==> src/rtl/cbadd_pkg.sv <==
package cbadd_pkg;
    typedef enum logic [0:0] {
        STAGE_COMB = 1'b0,
        STAGE_REG  = 1'b1
    } stage_e;
endpackage

==> src/rtl/cbadd_fields.sv <==
module cbadd_fields #(
    parameter int F = 4,
    parameter int W = 64
) (
    input  logic [F*W-1:0] a,
    input  logic [F*W-1:0] b,
    output logic [F*W-1:0] raw,
    output logic [F-1:0]   top_a,
    output logic [F-1:0]   top_b,
    output logic [F-1:0]   top_r,
    output logic [F-1:0]   bubble
);
    for (genvar k = 0; k < F; k++) begin : g_field
        logic [W-1:0] fa;
        logic [W-1:0] fb;
        logic [W-1:0] fr;
        assign fa = a[k*W +: W];
        assign fb = b[k*W +: W];
        assign fr = fa + fb;
        assign raw[k*W +: W] = fr;
        assign top_a[k]  = fa[W-1];
        assign top_b[k]  = fb[W-1];
        assign top_r[k]  = fr[W-1];
        assign bubble[k] = &fr;
    end
endmodule

==> src/rtl/cbadd_star.sv <==
module cbadd_star #(
    parameter int L = 5
) (
    input  logic [L-1:0] marker,
    input  logic [L-1:0] cls,
    output logic [L-1:0] reach
);
    logic [L-1:0] seed;
    logic [L-1:0] advanced;
    always_comb begin
        seed     = marker & cls;
        advanced = seed + cls;
        reach    = (advanced ^ cls) | marker;
    end
endmodule

==> src/rtl/cbadd_spread.sv <==
module cbadd_spread #(
    parameter int F = 4,
    parameter int W = 64
) (
    input  logic [F*W-1:0] raw,
    input  logic [F-1:0]   inc,
    output logic [F*W-1:0] sum
);
    for (genvar k = 0; k < F; k++) begin : g_inc
        assign sum[k*W +: W] = raw[k*W +: W] + {{(W-1){1'b0}}, inc[k]};
    end
endmodule

==> src/rtl/cbadd_top.sv <==
module cbadd_top
    import cbadd_pkg::*;
#(
    parameter int     F     = 4,
    parameter int     W     = 64,
    parameter stage_e STAGE = STAGE_REG
) (
    input  logic           clk,
    input  logic           rst_n,
    input  logic [F*W-1:0] opnd_a,
    input  logic [F*W-1:0] opnd_b,
    input  logic           cin,
    output logic [F*W-1:0] sum,
    output logic           cout
);
    localparam int N = F * W;
    localparam int L = F + 1;

    logic [N-1:0] raw_sum;
    logic [F-1:0] top_a, top_b, top_r, bubble;
    logic [F-1:0] gen_mask;
    logic [L-1:0] marker, cls, inc_mask;
    logic [N-1:0] sum_c;
    logic         cout_c;

    cbadd_fields #(.F(F), .W(W)) u_fields (
        .a(opnd_a), .b(opnd_b), .raw(raw_sum),
        .top_a(top_a), .top_b(top_b), .top_r(top_r), .bubble(bubble)
    );

    always_comb begin
        gen_mask = (top_a & top_b) | ((top_a | top_b) & ~top_r);
        marker   = {gen_mask, cin};
        cls      = {1'b0, bubble};
    end

    cbadd_star #(.L(L)) u_star (
        .marker(marker), .cls(cls), .reach(inc_mask)
    );

    cbadd_spread #(.F(F), .W(W)) u_spread (
        .raw(raw_sum), .inc(inc_mask[F-1:0]), .sum(sum_c)
    );

    assign cout_c = inc_mask[F];

    if (STAGE == STAGE_REG) begin : g_reg
        always_ff @(posedge clk or negedge rst_n) begin
            if (!rst_n) begin
                sum  <= '0;
                cout <= 1'b0;
            end else begin
                sum  <= sum_c;
                cout <= cout_c;
            end
        end
    end else begin : g_comb
        always_comb begin
            sum  = sum_c;
            cout = cout_c;
        end
    end
endmodule

==> config.mk <==
export PLATFORM = sky130hd
export DESIGN_NAME = cbadd_top
export DESIGN_NICKNAME = d
export VERILOG_FILES = /design/src/rtl/cbadd_pkg.sv /design/src/rtl/cbadd_fields.sv /design/src/rtl/cbadd_star.sv /design/src/rtl/cbadd_spread.sv /design/src/rtl/cbadd_top.sv
export SDC_FILE = /design/constraint.sdc
export NUM_CORES = 1
export LEC_CHECK = 0
export ABC_CLOCK_PERIOD_IN_PS = 1250
export BUFFER_PORTS_ARGS = -buffer_cell sky130_fd_sc_hd__buf_2
export CORE_AREA = 2 2 296 298
export DETAILED_ROUTE_END_ITERATION = 16
export DIE_AREA = 0 0 298 300
export GPL_TIMING_DRIVEN = 0
export PLACE_DENSITY = 0.6
export SYNTH_ARGS = -nofsm -noshare
export SYNTH_HDL_FRONTEND = slang
export SYNTH_SLANG_ARGS = --single-unit
==> constraint.sdc <==
create_clock -name clk -period 1.25 [get_ports clk]
set_input_delay 0.3125 -clock clk [delete_from_list [all_inputs] [get_ports clk]]
set_output_delay 0.3125 -clock clk [all_outputs]
set_load 0.005 [all_outputs]
== After elaboration in Yosys (flattened, before gate mapping) ==
Cells that the tools add are included.

* Register bits: 257
* Latch bits: 0
* Bits in writable memories: 0
* Memory bits (read-only): 0
* Bits of input ports: 515
* Output and inout port bits: 257
* Memories: 0

* $add $sub $neg: 9
* Multiply operators: 0
* Div/mod/pow operators: 0
* $lt $le $gt $ge: 0
* Equality and inequality tests: 0
* Shift-type cells: 0
* Multiplexer cells: 0
* Bitwise gates (word level): 8
* Reduce and logical (&&, ||, !) cells: 4

{| class="wikitable"
|+ Operator list
! kind !! number
|-
| adder 64 x 1 -> 64 bit || 4
|-
| adder 64 bit || 4
|-
| AND reduction 64 bit || 4
|-
| AND 4 bit || 2
|-
| bitwise OR 4 bit || 2
|-
| adder 5 x 4 -> 5 bit || 1
|-
| AND 5 x 4 -> 5 bit || 1
|-
| bitwise OR 5 bit || 1
|-
| bitwise XOR 5 x 4 -> 5 bit || 1
|-
| inverter 4 bit || 1
|}

== Depth between registers and ports, before layout ==
* Word-level depth: 9
* Mapped depth: 34
* Depth with buffers taken out: 32

== Cells and area by module ==
A second synthesis with hierarchy kept.

* Cell total of the unflattened synthesis: 3,635
* Area, all modules: 28,541.1 um2

{| class="wikitable"
|+ Modules (own cells, without submodules)
! module !! times used !! cells each !! area an instance (um2)
|-
| cbadd_fields || 1 || 2,516 || 16,663.5
|-
| cbadd_top || 1 || 267 || 6,492.5
|-
| cbadd_spread || 1 || 840 || 5,293.8
|-
| cbadd_star || 1 || 12 || 91.3
|}

== Least setup slack after synthesis ==
No wires, ideal clock.

* Path kind: in2reg
* Start point: input port opnd_a[12]
* End point: register sum[188]
* Setup time: 0.127 ns
* Arrival time: 6.622 ns
* Slack: -5.499 ns
* Stages: 33
* Path buffers: 1
* Cell sequence: ha_1 -> clkbuf_1 -> a21oi_1 -> o21ai_0 -> a21oi_1 -> nand2_1 -> o2111a_1 -> o21ai_1 -> o21ai_1 -> a311oi_1 -> nor2b_1 -> o21ai_0 -> nand2b_1 -> fa_1 -> nand4_1 -> or3b_2 -> inv_1 -> nand3_1 -> nor4_1 -> nand3_1 -> nor4_1 -> ha_1 -> or2_2 -> or2_2 -> ha_1 -> ha_1 -> nor4b_1 -> nand2_1 -> nor4_1 -> nand3_1 -> nor2_1 -> nand3_1 -> xnor2_1

* Cells in the longest elaborated chain, start to end: 9

{| class="wikitable"
|+ Ends and longest elaborated chain
! element !! RTL line !! source
|-
| start, declared || cbadd_top.sv:10 || <nowiki>input logic [F*W-1:0] opnd_a,</nowiki>
|-
| adder 64 bit (*) || cbadd_fields.sv:19 || <nowiki>assign fr = fa + fb;</nowiki>
|-
| parallel branches: the longest is 4 deep, another holds AND reduction 64 bit || -- ||
|-
| adder 5 x 4 -> 5 bit (*) || cbadd_star.sv:12 || <nowiki>advanced = seed + cls;</nowiki>
|-
| bitwise XOR 5 x 4 -> 5 bit (*) || cbadd_star.sv:13 || <nowiki>reach = (advanced ^ cls) | marker;</nowiki>
|-
| bitwise OR 5 bit (*) || cbadd_star.sv:13 ||
|-
| adder 64 x 1 -> 64 bit (*) || cbadd_spread.sv:10 || <nowiki>assign sum[k*W +: W] = raw[k*W +: W] + {{(W-1){1'b0}}, inc[k]};</nowiki>
|-
| net sum_c[188] || cbadd_top.sv:23 || <nowiki>logic [N-1:0] sum_c;</nowiki>
|-
| end signal, assigned || cbadd_top.sv:53 || <nowiki>sum <= sum_c;</nowiki>
|-
| end, declared || cbadd_top.sv:13 || <nowiki>output logic [F*W-1:0] sum,</nowiki>
|}

Mark *: on every way through the listed nets, which the timed path passes.

== Worst setup path after layout ==
* Start point: input port opnd_b[32]
* End point: register sum[150]

* Cells in the longest elaborated chain, start to end: 9

{| class="wikitable"
|+ Ends and longest elaborated chain
! element !! RTL line !! source
|-
| start, declared || cbadd_top.sv:11 || <nowiki>input logic [F*W-1:0] opnd_b,</nowiki>
|-
| adder 64 bit (*) || cbadd_fields.sv:19 ||
|-
| parallel branches: the longest is 4 deep, another holds AND reduction 64 bit || -- ||
|-
| adder 5 x 4 -> 5 bit (*) || cbadd_star.sv:12 ||
|-
| bitwise XOR 5 x 4 -> 5 bit (*) || cbadd_star.sv:13 ||
|-
| bitwise OR 5 bit (*) || cbadd_star.sv:13 ||
|-
| adder 64 x 1 -> 64 bit (*) || cbadd_spread.sv:10 ||
|-
| net sum_c[150] || cbadd_top.sv:23 ||
|}

Marked as above.

==> impl_metrics.yaml <==
outcome:
  status: "complete, but fails checks"
  violations: "negative setup slack"
critical_path:
  end_kind: "flip-flop"
  crit_slowest_cell: "fa_2"
  arrival_ns: 7.12
  crit_type: "in -> reg"
  max_stage_delay_ns: 0.59
  crit_path_start_kind: "input port"
  cp.required_ns: 1.72
  crit_top_cell: "o21ai_2"
  path_max_fanout: 4
placement:
  post-place-ws_ns: -7.980
  hpwl_microns: 114200
  routabilityCongestion: 1.025
  numPortBuffers: 771
sta:
  fmax_mhz: 150.4
  hold_viol: 0
  fin_crit_ns: 6.647
  worst_pin_slew_ns: 1.221
  final_max_slew_viol_count: 0
  rsz0062_at_grt: "true"
  fin_crit_sh: 5.318
  fin_ws_ns: -5.397
  relSlewSlack: 0.1756
  finalSetupTns_ns: -1094.02
  hold_ws_ns: 0.1702
  setup_violations: 510
final_layout:
  register_area_sq_mm: 0.006431
  final_cell_mix: "804 x buf_2, 364 x nand2_1, 315 x a21oi_1, 280 x nor2_1, 257 x dfrtp_1"
  drive_gt1_frac: 0.3674
  nets: 5711
  fillers: 8443
  syn_to_final_growth_pct: 43.54
  final_common_cell: "buf_2"
  post-route-util: 0.5027
  multi_input_area_sq_mm: 0.02682
min_path:
  hold_class: "in -> reg"
global_routing:
  grt_usage: 0.2927
  grt_pass1_wl_microns: 202500
  grt_pass1_vias: 33388
  grt-ovfl-total: 0
  grt_max_degree: 112
  antenna_found_initial: 7
logic_synthesis:
  avgSynthCellArea_sq_um: 7.799
  netlist_instances: 3871
  synthArstFlopShare: 1.000
  synth_area_sq_mm: 0.03019
  synth-main-ff-cell: "dfrtp_1"
  seq_area_frac_synth: 0.2130
  ys_ff_latch: 257
  synth_edf_count: 0
  yosysWarnings: 0
  syn_nets: 4656
  synth.distinct_cells: 128
job:
  cap_violations: 0
cts:
  clockBufferDepth: 3
  cts_made_buffers: 35
  cts.clk_slew.worst_paths_ns: 0.06
  root_buffer: "clkbuf_16"
  h-tree-depth: 2
  cts.sinks: 257
  cts_tree: "done"
floorplan:
  die_y_microns: 300
  boundaryPins: 772
  rows: 108
  fp.dieW_microns: 298
  core_area_sq_mm: 0.08621
  die_area_sq_mm: 0.08940
  initial_core_util: 0.3502
drt:
  drtPass1Iterations: 5
  routed_wl_microns: 140200
  route.detailed.drc: 0
  drtIter0Drc: 2953
  dr_total_vias: 35289
  ant_nets: 0
  wire_per_inst_microns: 22.95
  vias_per_cell: 5.775
power:
  switching_share: 0.4257
  power_frac_seq: 0.247
  irDropWorstVdd_uv: 843.1
  power.density_mw_per_mm2: 1013
  p_int_mw: 25.21
  clkPwrFrac: 0.237
  p_switching_mw: 18.68
  power_leakage_nw: 18.81
  combPwrFrac: 0.516
[repair_timing]
action / in CTS / in global routing
hold endpoints to repair: 38 / 0
buffers inserted: 147 / 146
gates cloned: 1 / 2
hold buffers: 2 / 0
gates resized for setup: 384 / 369
setup endpoints to repair: 510 / 603
pin swaps: 145 / 156
[cells in the mapped netlist (all sizes together) (18+ instances only)]
cell type	instances	area [sq um]
a21boi	19	150.2
clkbuf	73	297.8
nand4	154	993.4
xor2	142	1244
nor3b	18	150.2
o211ai	36	275.3
or2	29	181.4
buf	69	399.1
inv	80	300.3
a211oi	43	362.9
nor2b	19	118.9
nand2	432	1629
nor3	144	809.5
a21oi	361	1844
and3	48	301.5
or3	36	232.7
and4	23	210.2
o21bai	35	262.8
a21o	86	645.6
nand3	123	628.1
dfrtp	257	6431
ha	262	3278
nand2b	28	175.2
a31oi	29	187.7
xnor2	278	2450
nor2	343	1295
o21a	51	382.9
and2	52	329.1
o21ai	262	1319
nor4	56	466.7
[path summary, 6_finish.rpt]
kind / startpoint / end / slack, ns / cells after the start
min in group asynchronous: rst_n / sum[152] / 0.23 / 2
worst min-delay path: opnd_b[128] / sum[128] / 0.17 / 3
worst max-delay path: opnd_b[32] / sum[150] / -5.40 / 34
max in group asynchronous: rst_n / sum[81] / 0.08 / 3
[cell families after synthesis]
logic type,synth area share
DFF,0.2130
xor gates and xnor gates,0.1223
and+or+nand+nor,0.2743
buffers and inverters,0.03303
AOI/OAI and AO/OA,0.2396
muxes,0.003854
adders and majority gates,0.1139
[worst max-delay path: cells and delay by family]
kind                       cells  cell delay [ns]
adders and majority gates      5             1.38
buffers and inverters          5             0.65
AOI/OAI and AO/OA              9             1.80
and+or+nand+nor               14             2.75
xor gates and xnor gates       1             0.20
[per-layer routing]
layer / global-route usage / wire length [microns] / up-vias
li1: - / - / 16464
met1: 0.3740 / 57840 / 16922
met2: 0.4829 / 65290 / 1579
met3: 0.04776 / 9452 / 322
met4: 0.1372 / 7651 / 2
met5: 0 / 13 / -
[sequential cells by signal (all words and copies together), names as in the netlist]
name	count
sum	256
cout	1
[stage by stage]
step	cells	instance area, sq um	power [mW]
after floorplan	3871	31160	22.54
after global placement	5797	36460	30.36
after detailed placement	5799	36530	30.35
after CTS	5998	40820	42.23
after global routing	6110	43340	46.06
final	6111	43340	43.89
[power groups by stage]
stage / Sequential (mW) / Clock [mW] / Combinational (mW)
floorplan: 11.0 / 0 / 11.5
detailed placement: 11.0 / 0 / 19.4
CTS: 10.8 / 10.6 / 20.8
global route: 11.0 / 10.9 / 24.2
global placement: 11.0 / 0 / 19.4
finish: 10.8 / 10.4 / 22.7
[area by class of cell]
| class | instances | area share |
|---|---|---|
| multi-input cells | 3392 | 0.6188 |
| repair buffers | 1037 | 0.1487 |
| flip-flops and latches | 257 | 0.1484 |
| well taps | 1155 | 0.03335 |
| clock buffers | 45 | 0.02275 |
| plain buffers | 123 | 0.01646 |
| inverters | 80 | 0.007044 |
| clock inverters | 17 | 0.004302 |
| diodes | 5 | 0.0002887 |
Power figures use the tool's default switching activity.
